<file path="src/rtl/memirq_writer.sv">
module memirq_writer #(
  parameter int NUNITS = 8,
  parameter int AW     = 32
) (
  input  logic                   clk,
  input  logic                   rst_n,
  input  logic [NUNITS-1:0][15:0] evt,
  input  logic [15:0]            en_mask,
  input  logic [AW-1:0]          stat_base,
  input  logic [AW-1:0]          src_base,
  output logic                   wr_en,
  output logic [AW-1:0]          wr_addr,
  output logic [7:0]             wr_data,
  input  logic                   wr_ack,
  output logic                   irq
);
  localparam int UW = (NUNITS > 1) ? $clog2(NUNITS) : 1;

  typedef enum logic [1:0] {S_IDLE, S_STAT, S_SRC, S_IRQ} st_t;

  st_t                   st;
  logic [NUNITS-1:0][15:0] pend;
  logic [NUNITS-1:0][15:0] new_ev;
  logic [15:0]           work;
  logic [UW-1:0]         cur_u, nxt_u;
  logic [3:0]            cur_b;
  logic                  any_pend;
  logic [AW-1:0]         stat_al, src_al;

  assign stat_al = {stat_base[AW-1:12], 12'h000};
  assign src_al  = {src_base[AW-1:6], 6'h00};

  always_comb begin
    for (int i = 0; i < NUNITS; i++) new_ev[i] = evt[i] & en_mask;
  end

  always_comb begin
    nxt_u    = '0;
    any_pend = 1'b0;
    for (int i = NUNITS - 1; i >= 0; i--) begin
      if (|pend[i]) begin
        nxt_u    = UW'(i);
        any_pend = 1'b1;
      end
    end
  end

  always_comb begin
    cur_b = '0;
    for (int i = 15; i >= 0; i--) if (work[i]) cur_b = 4'(i);
  end

  always_ff @(posedge clk) begin
    if (!rst_n) begin
      st    <= S_IDLE;
      pend  <= '0;
      work  <= '0;
      cur_u <= '0;
    end else begin
      for (int i = 0; i < NUNITS; i++) pend[i] <= pend[i] | new_ev[i];
      case (st)
        S_IDLE: if (any_pend) begin
          work        <= pend[nxt_u];
          cur_u       <= nxt_u;
          pend[nxt_u] <= new_ev[nxt_u];
          st          <= S_STAT;
        end
        S_STAT: if (wr_ack) begin
          work[cur_b] <= 1'b0;
          if ((work & ~(16'h0001 << cur_b)) == 16'h0000) st <= S_SRC;
        end
        S_SRC: if (wr_ack) st <= S_IRQ;
        default: st <= S_IDLE;
      endcase
    end
  end

  assign wr_en   = (st == S_STAT) || (st == S_SRC);
  assign wr_data = 8'hFF;
  assign wr_addr = (st == S_SRC) ? src_al + AW'(cur_u)
                                 : stat_al + AW'({cur_u, cur_b});
  assign irq     = (st == S_IRQ);
endmodule

</file>
<file path="config.mk">
export PLATFORM = sky130hd
export DESIGN_NAME = memirq_writer
export DESIGN_NICKNAME = d
export VERILOG_FILES = /design/src/rtl/memirq_writer.sv
export SDC_FILE = /design/constraint.sdc
export NUM_CORES = 1
export LEC_CHECK = 0
export BUFFER_PORTS_ARGS = -buffer_cell sky130_fd_sc_hd__buf_2
export CORE_ASPECT_RATIO = 0.6
export CORE_MARGIN = 2
export CORE_UTILIZATION = 39
export CTS_CLUSTER_DIAMETER = 120
export DETAILED_ROUTE_END_ITERATION = 16
export HOLD_SLACK_MARGIN = 0.06
export SYNTH_ARGS = -nofsm -noshare
export SYNTH_HDL_FRONTEND = slang
export SYNTH_SLANG_ARGS = --single-unit
</file>
<file path="constraint.sdc">
create_clock -name clk -period 3 [get_ports clk]
set_input_delay 0.45 -clock clk [delete_from_list [all_inputs] [get_ports clk]]
set_output_delay 0.45 -clock clk [all_outputs]
set_load 0.01 [all_outputs]
</file>
==> summary.md, run 1 <==
| Metric | Value |
|---|---|
| Worst vdd ir | between 0.4 and 0.5 mV |
| Avg Cell Area, Syn | about 8.1 um2 |
| Path type of the worst setup path | register to register |
| Critical-path maximum fanout | 14 |
| Mux share of post-synthesis cell area | 5.38% |
| Syn-to-layout area delta | 40.3% |
| DRC Markers | 0 |
| CP delay by family, top | simple AND/OR/NAND/NOR gates |
| Static leakage | between 5 and 6 nW |
| Met3 wire len | about 6000 um |
| HPWL after DPL | 35300 um |
| Worst-margin pin slew | 0.828 ns |
| Final Cycle Share | 98.7% |
| Final Max Slew Viols | 0 |
| Skew final | 0.0126 ns |
| Layout cells sized above 1 | 38.1% |
| Required time worst endpoint | 3.34 ns |
| Mapped Area | ~0.01 mm2 |
| Largest family of logic cells by synthesized area | compound AO/OA/AOI/OAI gates |
| Sequential cell area | 0.00298 mm2 |
| RSZ-0062 raised after global routing | yes |
| XOR/XNOR Fraction of Synth Area | 0% |
| Peak Freq | roughly 340 MHz |
| Hold_buf cts | 0 |
| Area leader, netlist | dfxtp_1 |
| Fill cells | approximately 2.3k |
| Effective utilization at floorplan | 39.5% |
| Max Used Layer | met4 |
| Post-synth ARST share | 0% |
| Layout Nets | 1811 |
| Via density | 6.21 |
| Top FF cell, synth | dfxtp_1 |
| CTS H-Tree Depth | 4 |
| Seq/Total Area, Yosys | 29.9% |
| Clock latency at the later pin of the worst-skew pair | between 0.4 and 0.5 ns |
| PwrDens | 589 mW/mm2 |
| Clock sinks | 149 |
| Crit. Startpoint | pend[99]$_SDFF_PN0_ |
| Num CTS Buffers | 17 |
| Critical Path Max Stage Delay | approximately 0.45 ns |
| Row cnt | 45 |
| Worst path most repeated cell | buf_4 |
| Synth Area in Compound Gates | between 30 and 40% |
| Detailed Route WL | about 46000 um |
| Initial drt markers | 1500 |
| Multi-input logic area | 0.00678 mm2 |
| Final min period | 2.96 ns |
| Port bufs | 226 |
| Seq cells post-synth | roughly 150 |
| Max-cap violations | 0 |
| Max Buffers Root-to-Sink | 2 |
| Slowest-stage cell, CP | nor4_2 |
| Global-route wire length before repair | 67000 um |
| WP data arrival | approximately 3.3 ns |
| CP Capture Type | register |
| Setup WS pre-CTS | -0.260 ns |
| Max_slew headroom | approximately 45% |
| Hold path startpoint | evt[3] |
| CTS Root Cell | clkbuf_16 |
| Count of final hold-check violations | 0 |
| Via count | 12.0k |
| Die Y-Extent | 128 um |
| Die Width | between 200 and 250 um |
| Simple logic cell fraction of the synthesized area | about a quarter |
| Total GRT Usage | 33.4% |
| Area of the core | 0.0252 mm2 |
| Largest net degree at the start of global routing | 47 |
| Global route overflow | 0 |
| Synth top area share | 29.9% |
| DRT met1 WL | 21200 um |
| Crit path launch type | register |
| Post-route ant nets | 0 |
| I/O pins | 253 |
| Yosys cell types | 79 |
| CP Buf/Inv Count | 2 |
| Setup Viol. Count Final | 0 |
| Initial antenna violation count | 0 |
| Launching point of the worst reg2reg path | pend[99]$_SDFF_PN0_ |
| N_diodes | 0 |
| Synth Area in Adders | 0.627% |
| Met2 routed WL | 18000 um |
| CTS tree | done |
| Critical-path cell list | nor4_2 > and4_1 > a211oi_2 > buf_4 > o31ai_4 > buf_4 > o211ai_1 > nor3b_1 > o221ai_2 > a31o_1 |
| Synth Instances | 1230 |
| Outcome | completed |
| Layout Utilization | 55.5% |
| Fin worst setup slack | 0.0395 ns |
| First-pass iteration count of the detailed router | 5 |
| Worst hold path type | input port to register |
| Die area | 0.0269 mm2 |
| Number of global-route vias before repair | 10.7k |
| Final GP Congestion | 0.994 |
| Synth warn | 0 |
| Top post-synthesis cells by area | dfxtp_1 30%, a21oi_1 7.1%, nor3b_1 7.0% |
| Post-DR wirelength/cell | between 20 and 25 um |
| Post-synth EDFFs | 0 |
| Clock transition at path regs | 0.06 ns |
## cell families (layout without fill, tap and decap cells)
logic type                 count (synthesis)  after routing
adders and majority gates                  5              5
AOI/OAI and AO/OA                        460            460
other                                      1              8
DFF                                      149            149
and+or+nand+nor                          425            425
muxes                                     51             51
buffers and inverters                    139            509
## repair_timing
action	4_1_cts	5_1_grt
endpoints found under the setup margin	128	114
pin swaps	1	14
buffers inserted	0	3
resized for setup	19	53
## flip-flops by register name, indices dropped and copies added (netlist names)
register	flops
pend	128
work	16
cur_u	3
st	2
## placed cells by master (no fill, tap or decap), drive strengths merged, types with 4 or more instances in the layout
master	netlist	final
nor3	16	16
and2	21	21
dfxtp	149	149
mux2	21	21
and4	8	8
nor2	30	30
ha	5	5
o21ai	50	50
clkinv	0	4
inv	18	18
a31oi	17	17
buf	43	460
o221ai	12	12
mux2i	30	30
a21oi	142	142
nor4	36	36
a32o	4	4
o211ai	15	15
a21o	24	24
nand4	22	22
a22oi	22	22
o22ai	7	7
conb	1	8
nand2	116	116
nor3b	93	93
clkbuf	78	24
and3	11	11
o311a	8	8
nand3	38	38
a221o	15	15
nor2b	20	20
a31o	91	91
a21boi	9	9
o31ai	11	11
## worst reg2reg max path: stages, from the launching register on
cell and delay (ns):
dfxtp_1 0.36, nor4_2 0.45, and4_1 0.27, a211oi_2 0.08, buf_4 0.15, o31ai_4 0.26, buf_4 0.30, o211ai_1 0.15
nor3b_1 0.33, o221ai_2 0.25, a31o_1 0.26
## power breakdown
group          internal [W]  switching, W  total (W)  leakage [nW]
Clock               0.00144      0.000903    0.00234         0.312
Sequential          0.00217      0.000276    0.00245          1.23
Combinational       0.00149       0.00195    0.00345          4.24
Total               0.00511       0.00313    0.00824          5.79
## stage by stage
stage | cells | area, um2 | setup TNS (ns) | power [W] | hold WS [ns]
after floorplan | 1237 | 10000 | 0 | 0.00422 | 0.452
after global placement | 1902 | 12900 | -13.09 | 0.00573 | 0.507
after detailed placement | 1902 | 12900 | -11.60 | 0.00573 | 0.506
after CTS | 1933 | 13700 | 0 | 0.00810 | 0.302
after global routing | 1936 | 14000 | -0.0676 | 0.00859 | 0.326
final | 1936 | 14000 | 0 | 0.00824 | 0.317
## per-layer routing
metal  global-route usage [%]  vias up
met5                        0        -
met4                     9.53        0
met3                     8.94       69
met2                     45.0      744
met1                     50.8     5774
li1                         -     5441
## synthesized netlist by cell type (22+ instances only)
cell      count
dfxtp_1     149
a21oi_1     142
nand2_1     115
nor3b_1      93
clkbuf_1     78
a31o_1       70
o21ai_0      43
nand3_1      38
mux2i_1      30
nor2_1       29
nor4_1       26
a21o_1       24
buf_2        24
a22oi_1      22
## area by class of cell
cell class	instances	area share, %
inverter	18	0.483
multi-input combinational	949	48.4
timing repair buffer	460	22.3
tap	329	2.94
clock buffer	24	3.66
clock inverter	7	0.840
sequential	149	21.3
## final timing paths
kind / endpoint / slack (ns) / cells past startpoint
worst max-delay path: pend[102]$_SDFF_PN0_ / 0.04 / 10
worst max register to register: pend[102]$_SDFF_PN0_ / 0.04 / 10
worst min-delay path: pend[3]$_SDFF_PN0_ / 0.32 / 3
worst min register to register: work[4]$_SDFFE_PN0P_ / 0.51 / 2
(Power assumes the default switching activity.)
==> run 2, diff against run 1 <==
ABC_AREA = 1   (was default)
==> run 2 against run 1 <==
- synthesized area shrank 3.9%
- via count is 6.5% lower
- register-to-register slack improved by 0.12 ns
- critical path depth rose by 4
- sequential power is 3% lower
- worst setup slack better by 0.12 ns
- largest cell class unchanged
- cell area down 15%
- combinational power decreased by 6%
- utilization decreased by 6.3 points
- first-iteration DRC count shrank 29%
==> summary.md, run 2 <==
| Metric | Value |
|---|---|
| I/O pins | 253 (unchanged) |
| Crit path launch type | register (unchanged) |
| Max FFs per register | 128 (unchanged) |
| Via density | 5.39 (was 6.21) |
| Effective utilization at floorplan | 39.7% (was 39.5%) |
| Final Max Slew Viols | 0 (unchanged) |
| DRC Markers | 0 (unchanged) |
| Area of the core | 0.0242 mm2 (was 0.0252 mm2) |
| Die area | 0.0259 mm2 (was 0.0269 mm2) |
| Top FF cell, synth | dfxtp_1 (unchanged) |
| Seq/Total Area, Yosys | 31.1% (was 29.9%) |
| Clock latency at the later pin of the worst-skew pair | 0.44 ns (was 0.45 ns) |
| Max Buffers Root-to-Sink | 2 (unchanged) |
| Number of global-route vias before repair | 9875 (was 10.7k) |
| Post-synth EDFFs | 0 (unchanged) |
| Worst-margin pin slew | 0.625 ns (was 0.828 ns) |
| Seq cells post-synth | 149 (unchanged) |
| Via count | 11.3k (was 12.0k) |
| Initial drt markers | 1062 (was 1500) |
| Final min period | 2.84 ns (was 2.96 ns) |
| Worst vdd ir | 0.397 mV (was 0.471 mV) |
| Num CTS Buffers | 17 (unchanged) |
| Slowest-stage cell, CP | dfxtp_1 (was nor4_2) |
| Total GRT Usage | 28.1% (was 33.4%) |
| Layout Utilization | 49.2% (was 55.5%) |
| Clock transition at path regs | 0.06 ns (about the same) |
| Initial antenna violation count | 0 (unchanged) |
| Syn-to-layout area delta | 24.0% (was 40.3%) |
| Worst hold path type | input port to register (unchanged) |
| Post-DR wirelength/cell | 17.7 um (was 23.8 um) |
| Reg2Reg Depth | 14 (was 10) |
| Global-route wire length before repair | 55500 um (was 67000 um) |
| Dpl cell area | 0.0112 mm2 (was 0.0129 mm2) |
| CP delay by family, top | simple AND/OR/NAND/NOR gates (unchanged) |
| Setup Viol. Count Final | 0 (unchanged) |
| Most common library cells after synthesis | 445 x nand2_1, 215 x a21oi_1, 170 x inv_1 (was 149 x dfxtp_1, 142 x a21oi_1, 115 x nand2_1) |
| HPWL after DPL | 28300 um (was 35300 um) |
| Commonest cells after routing, fill and taps aside | 443 x nand2_1, 225 x buf_2, 215 x a21oi_1 (was 225 x buf_2, 211 x buf_4, 148 x dfxtp_1) |
| Synth top area share | 31.1% (was 29.9%) |
| Die Width | 206 um (was 210 um) |
| Yosys cell types | 36 (was 79) |
| PwrDens | 670 mW/mm2 (was 589 mW/mm2) |
| Top-count cell post-synth | nand2_1 (was dfxtp_1) |
| Final Cycle Share | 94.7% (was 98.7%) |
| Detailed Route WL | 37000 um (was 46100 um) |
| Synth warn | 0 (unchanged) |
| WP data arrival | 3.16 ns (was 3.30 ns) |
| Hold path startpoint | evt[1] (was evt[3]) |
| Area leader, netlist | dfxtp_1 (unchanged) |
| Max-cap violations | 0 (unchanged) |
| Largest register by flop count | pend (unchanged) |
| Mapped Area | 0.00958 mm2 (was 0.00997 mm2) |
| Required time worst endpoint | 3.32 ns (was 3.34 ns) |
| Peak Freq | 352 MHz (was 338 MHz) |
| Top post-synthesis cells by area | dfxtp_1 31%, nand2_1 17%, a21oi_1 11% (was dfxtp_1 30%, a21oi_1 7.1%, nor3b_1 7.0%) |
| CP Buf/Inv Count | 4 (was 2) |
| Post-synth ARST share | 0% (unchanged) |
| Hold Path Sink | pend[1]$_SDFF_PN0_ (was pend[3]$_SDFF_PN0_) |
| Largest net degree at the start of global routing | 57 (was 47) |
| Global route overflow | 0 (unchanged) |
| Die Y-Extent | 125 um (was 128 um) |
| Critical Path Max Stage Delay | 0.34 ns (was 0.45 ns) |
| Post-route cell area | 0.0119 mm2 (was 0.0140 mm2) |
| Final GP Congestion | 0.949 (was 0.994) |
| First-pass iteration count of the detailed router | 7 (was 5) |
| Biggest regs | pend x128, work x16, cur_u x3 (unchanged) |
| Path type of the worst setup path | register to register (unchanged) |
| N_diodes | 0 (unchanged) |
| Port bufs | 226 (unchanged) |
| Critical-path maximum fanout | 16 (was 14) |
| RSZ-0062 raised after global routing | yes (unchanged) |
| Outcome | completed (unchanged) |
| Critical-path cell list | nor4_2 > buf_4 > nand3b_1 > nor2_2 > nand3_2 > nor2_2 > inv_2 > nand2_1 > inv_2 > nand2_1 > o21ai_0 > a211oi_2 > buf_4 > a21oi_1 (was nor4_2 > and4_1 > a211oi_2 > buf_4 > o31ai_4 > buf_4 > o211ai_1 > nor3b_1 > o221ai_2 > a31o_1) |
| Skew final | 0.0125 ns (was 0.0126 ns) |
| Static leakage | 5.82 nW (was 5.79 nW) |
| Layout cells sized above 1 | 21.9% (was 38.1%) |
| Synth Instances | 1549 (was 1230) |
| CTS tree | done (unchanged) |
| Hold path depth | 5 (was 3) |
| CP Capture Type | register (unchanged) |
| R2R Setup Slk | 0.16 ns (was 0.04 ns) |
| Avg Cell Area, Syn | 6.19 um2 (was 8.11 um2) |
| Clock sinks | 149 (unchanged) |
| Most common cell after layout, fill and taps aside | nand2_1 (was buf_2) |
| Count of final hold-check violations | 0 (unchanged) |
| Max_slew headroom | 58.4% (was 44.5%) |
| CTS H-Tree Depth | 4 (unchanged) |
| Post-route ant nets | 0 (unchanged) |
| Launching point of the worst reg2reg path | pend[40]$_SDFF_PN0_ (was pend[99]$_SDFF_PN0_) |
| Layout Nets | 1968 (was 1811) |
| Row cnt | 44 (was 45) |
| RR Endpoint | pend[116]$_SDFF_PN0_ (was pend[102]$_SDFF_PN0_) |
| CTS Root Cell | clkbuf_16 (unchanged) |
[run 2: layout make-up]
class                           instances  area (um2)
Fill cell                            2532       12300
Multi-Input combinational cell       1118        5550
Sequential cell                       149        2980
Timing Repair Buffer                  278        1620
Inverter                              188         712
Clock buffer                           20         437
Tap cell                              322         403
Clock inverter                         11         183
[run 2: tightest hold or removal path, delay by kind of cell]
family	cells	cell delay (ns)
buf+inv	2	0.12
compound gates	1	0.08
simple gates	2	0.12
[run 2: logic make-up (layout without fill, tap and decap cells)]
group,Yosys count,after routing,share of synthesized area (%)
AOI/OAI and AO/OA,435,435,25.6
DFF,149,149,31.1
and+or+nand+nor,649,649,28.1
buffers and inverters,289,497,12.0
other,1,8,0.0391
adders and majority gates,5,5,0.653
muxes,21,21,2.47
[run 2: timing repair]
item,4_1_cts,5_1_grt
hold endpoints to repair,0,0
setup endpoints to repair,9,115
pin swaps,0,1
resized for setup,1,13
hold buffers,0,0
buffers inserted,0,2
[run 2: layer usage]
metal  global-route usage (%)  up-vias  wire [um]  share of wire [%]
li1                         -     5508          -                  -
met1                     41.9     5144      17200                 47
met2                     40.3      550      15500                 42
met3                     5.14       49       3420                9.3
met4                     9.33        0        860                2.3
met5                        0        -          0                  0
[run 2: where the power goes]
part           total (W)  internal (W)  leakage [nW]  switching [W]
combinational    0.00326       0.00113          4.29        0.00213
sequential       0.00238       0.00221          1.23       0.000170
clock            0.00233       0.00146         0.303       0.000867
total            0.00796       0.00480          5.82        0.00316
[run 2: how the worst max path moves through the flow]
stage	to	slack, ns	start	cells past startpoint
after floorplan	pend[106]$_SDFF_PN0_	0.79	pend[9]$_SDFF_PN0_	13
after global placement	pend[39]$_SDFF_PN0_	0.09	pend[82]$_SDFF_PN0_	15
after detailed placement	pend[47]$_SDFF_PN0_	0.009	pend[82]$_SDFF_PN0_	15
after CTS	pend[72]$_SDFF_PN0_	0.08	pend[87]$_SDFF_PN0_	15
after global routing	pend[50]$_SDFF_PN0_	-0.04	pend[87]$_SDFF_PN0_	17
final	pend[116]$_SDFF_PN0_	0.16	pend[40]$_SDFF_PN0_	14
[run 2: metrics by stage]
| stage | power (W) | setup WS (ns) | TNS [ns] | cells | hold WS [ns] |
|---|---|---|---|---|---|
| global route | 0.00843 | -0.0404 | -0.205 | 2086 | 0.389 |
| detailed placement | 0.00558 | 0.00938 | 0 | 2053 | 0.470 |
| floorplan | 0.00444 | 0.793 | 0 | 1556 | 0.445 |
| CTS | 0.00790 | 0.0819 | 0 | 2084 | 0.345 |
| finish | 0.00796 | 0.158 | 0 | 2086 | 0.358 |
| global placement | 0.00554 | 0.0924 | 0 | 2053 | 0.466 |
==> run 3, diff against run 2 <==
CAP_MARGIN = 10   (was default)
PLACE_DENSITY_LB_ADDON = 0.2   (was default)
RECOVER_POWER = 50   (was default)
==> run 3 against run 2 <==
- worst setup slack got worse by 0.080 ns
- worst hold slack got worse by 0.0084 ns
- first-iteration DRC count increased by 11%
- cell area about the same
- routed wire length increased by 1.8%
- cell count increased by 0.38%
- power increased by 0.63%
- sequential share of layout area about the same
- largest power group unchanged
==> summary.md, run 3 (same netlist as run 2, synthesis figures left out) <==
| Metric | Value |
|---|---|
| First-pass iteration count of the detailed router | 6 (was 7) |
| Final Cycle Share | 97.4% (was 94.7%) |
| CP Capture Type | register (unchanged) |
| R2R Setup Slk | 0.08 ns (was 0.16 ns) |
| HPWL after DPL | 28500 um (was 28300 um) |
| Sequential power share | 29.6% (was 29.9%) |
| Fill cells | 2579 (was 2532) |
| Clock transition at path regs | 0.06 ns (about the same) |
| Max FFs per register | 128 (unchanged) |
| Initial antenna violation count | 0 (unchanged) |
| Worst hold path type | input port to register (unchanged) |
| Multi-input logic area | 0.00555 mm2 (about the same) |
| Global-route wire length before repair | 57400 um (was 55500 um) |
| Post-route ant nets | 0 (unchanged) |
| Outcome | completed (unchanged) |
| Area of the core | 0.0242 mm2 (unchanged) |
| Setup WS pre-CTS | 0.0659 ns (was 0.00938 ns) |
| Die Width | 206 um (unchanged) |
| Crit path launch type | register (unchanged) |
| Detailed Route WL | 37600 um (was 37000 um) |
| Via density | 5.42 (was 5.39) |
| CTS Root Cell | clkbuf_16 (unchanged) |
| Via count | 11.3k (about the same) |
| Die area | 0.0259 mm2 (unchanged) |
| Effective utilization at floorplan | 39.7% (unchanged) |
| CP Buf/Inv Count | 2 (was 4) |
| Final Max Slew Viols | 0 (unchanged) |
| CTS tree | done (unchanged) |
| Worst vdd ir | 0.422 mV (was 0.397 mV) |
| Count of final hold-check violations | 0 (unchanged) |
| Total GRT Usage | 28.7% (was 28.1%) |
| Largest register by flop count | pend (unchanged) |
| Layout Utilization | 49.2% (about the same) |
| Clock latency at the later pin of the worst-skew pair | 0.43 ns (was 0.44 ns) |
| Num CTS Buffers | 17 (unchanged) |
| Max Buffers Root-to-Sink | 2 (unchanged) |
| WP data arrival | 3.20 ns (was 3.16 ns) |
| Global route overflow | 0 (unchanged) |
| Critical-path cell list | nor2_1 > nand3_1 > nor2_1 > nand3_1 > nand3_1 > a21oi_1 > o21ai_1 > nand2_4 > inv_4 > buf_4 > nand2_1 > a211oi_2 > a21oi_1 (was nor4_2 > buf_4 > nand3b_1 > nor2_2 > nand3_2 > nor2_2 > inv_2 > nand2_1 > inv_2 > nand2_1 > o21ai_0 > a211oi_2 > buf_4 > a21oi_1) |
| Setup Viol. Count Final | 0 (unchanged) |
| I/O pins | 253 (unchanged) |
| Net Switching | 0.00320 W (was 0.00316 W) |
| Critical Path Max Stage Delay | 0.56 ns (was 0.34 ns) |
| Most common cell after layout, fill and taps aside | nand2_1 (unchanged) |
| Fin worst setup slack | 0.0777 ns (was 0.158 ns) |
| Path type of the worst setup path | register to register (unchanged) |
| Port bufs | 226 (unchanged) |
| PwrDens | 674 mW/mm2 (was 670 mW/mm2) |
| Peak Freq | 342 MHz (was 352 MHz) |
| Dpl cell area | 0.0112 mm2 (about the same) |
| Sw Share | 40.0% (was 39.7%) |
| CTS H-Tree Depth | 4 (unchanged) |
| Clock sinks | 149 (unchanged) |
| RSZ-0062 raised after global routing | no (was yes) |
| Post-route cell area | 0.0119 mm2 (about the same) |
| CP delay by family, top | compound AO/OA/AOI/OAI gates (was simple AND/OR/NAND/NOR gates) |
| Number of global-route vias before repair | 10.4k (was 9875) |
| Syn-to-layout area delta | 24.1% (was 24.0%) |
| Initial drt markers | 1174 (was 1062) |
| Clock power frac | 29.6% (was 29.2%) |
| Logic pwr share | 40.8% (was 40.9%) |
| Slowest-stage cell, CP | a211oi_2 (was dfxtp_1) |
| Static leakage | 5.77 nW (was 5.82 nW) |
| Post-DR wirelength/cell | 18.0 um (was 17.7 um) |
| Layout cells sized above 1 | 20.2% (was 21.9%) |
| Die Y-Extent | 125 um (unchanged) |
| Commonest cells after routing, fill and taps aside | 442 x nand2_1, 215 x a21oi_1, 195 x buf_2 (was 443 x nand2_1, 225 x buf_2, 215 x a21oi_1) |
| Critical-path maximum fanout | 23 (was 16) |
| N_diodes | 0 (unchanged) |
| Max_slew headroom | 46.6% (was 58.4%) |
| Final GP Congestion | 0.947 (was 0.949) |
| Max-cap violations | 0 (unchanged) |
| Row cnt | 44 (unchanged) |
| Final min period | 2.92 ns (was 2.84 ns) |
| DRC Markers | 0 (unchanged) |
| Worst-margin pin slew | 0.800 ns (was 0.625 ns) |
| Sequential cell area | 0.00298 mm2 (unchanged) |
| Largest net degree at the start of global routing | 65 (was 57) |
| Setup TNS | 0 ns (unchanged) |
| Layout Nets | 1977 (was 1968) |
| Skew final | 0.00790 ns (was 0.0125 ns) |
| Worst path most repeated cell | nand3_1 |
| Biggest regs | pend x128, work x16, cur_u x3 (unchanged) |
| P_int | 0.00481 W (was 0.00480 W) |
| Required time worst endpoint | 3.28 ns (was 3.32 ns) |
run 3: power by group through the flow:
| stage | Sequential (W) | Clock, W | Combinational, W |
|---|---|---|---|
| 2_1_floorplan | 0.00236 | 0 | 0.00208 |
| 3_3_place_gp | 0.00240 | 0 | 0.00313 |
| 3_5_place_dp | 0.00241 | 0 | 0.00315 |
| 4_1_cts | 0.00237 | 0.00239 | 0.00317 |
| 5_1_grt | 0.00239 | 0.00247 | 0.00362 |
| 6_report | 0.00237 | 0.00238 | 0.00327 |
run 3: timing repair:
| action | in CTS | in global routing |
|---|---|---|
| setup buffers | 0 | 7 |
| resized for setup | 0 | 18 |
| setup endpoints to repair | 0 | 90 |
| hold buffers | 0 | 0 |
run 3: metal layers:
| metal | routed length, um | track usage (%) |
|---|---|---|
| met5 | 0 | 0 |
| met4 | 805 | 8.78 |
| met3 | 3830 | 5.87 |
| met2 | 15800 | 41.8 |
| met1 | 17200 | 42.2 |
run 3: area by class of cell:
class                      instances  share of cell area [%]
sequential                       149                    25.1
tap                              322                    3.39
inverter                         188                    5.98
multi-input combinational       1118                    46.7
timing repair buffer             287                    13.5
clock buffer                      21                    3.87
clock inverter                     9                    1.48
run 3: stage by stage:
stage               power (W)  hold WS (ns)  instances
floorplan             0.00444         0.445       1556
global placement      0.00553         0.469       2056
detailed placement    0.00556         0.481       2056
CTS                   0.00793         0.344       2086
global route          0.00849         0.381       2094
finish                0.00801         0.349       2094
run 3: path summary, 6_finish.rpt:
path                         start  cells after the start                     to
min                         evt[9]                      5     pend[9]$_SDFF_PN0_
max           pend[104]$_SDFF_PN0_                     13   pend[108]$_SDFF_PN0_
max reg2reg   pend[104]$_SDFF_PN0_                     13   pend[108]$_SDFF_PN0_
min reg2reg  work[11]$_SDFFE_PN0P_                      2  work[11]$_SDFFE_PN0P_
run 3: worst register-to-register path, cell delays in order, from the launching register on:
cell      delay, ns
dfxtp_1        0.34
nor2_1         0.13
nand3_1        0.09
nor2_1         0.24
nand3_1        0.12
nand3_1        0.09
a21oi_1        0.07
o21ai_1        0.22
nand2_4        0.13
inv_4          0.34
buf_4          0.24
nand2_1        0.07
a211oi_2       0.56
a21oi_1        0.15
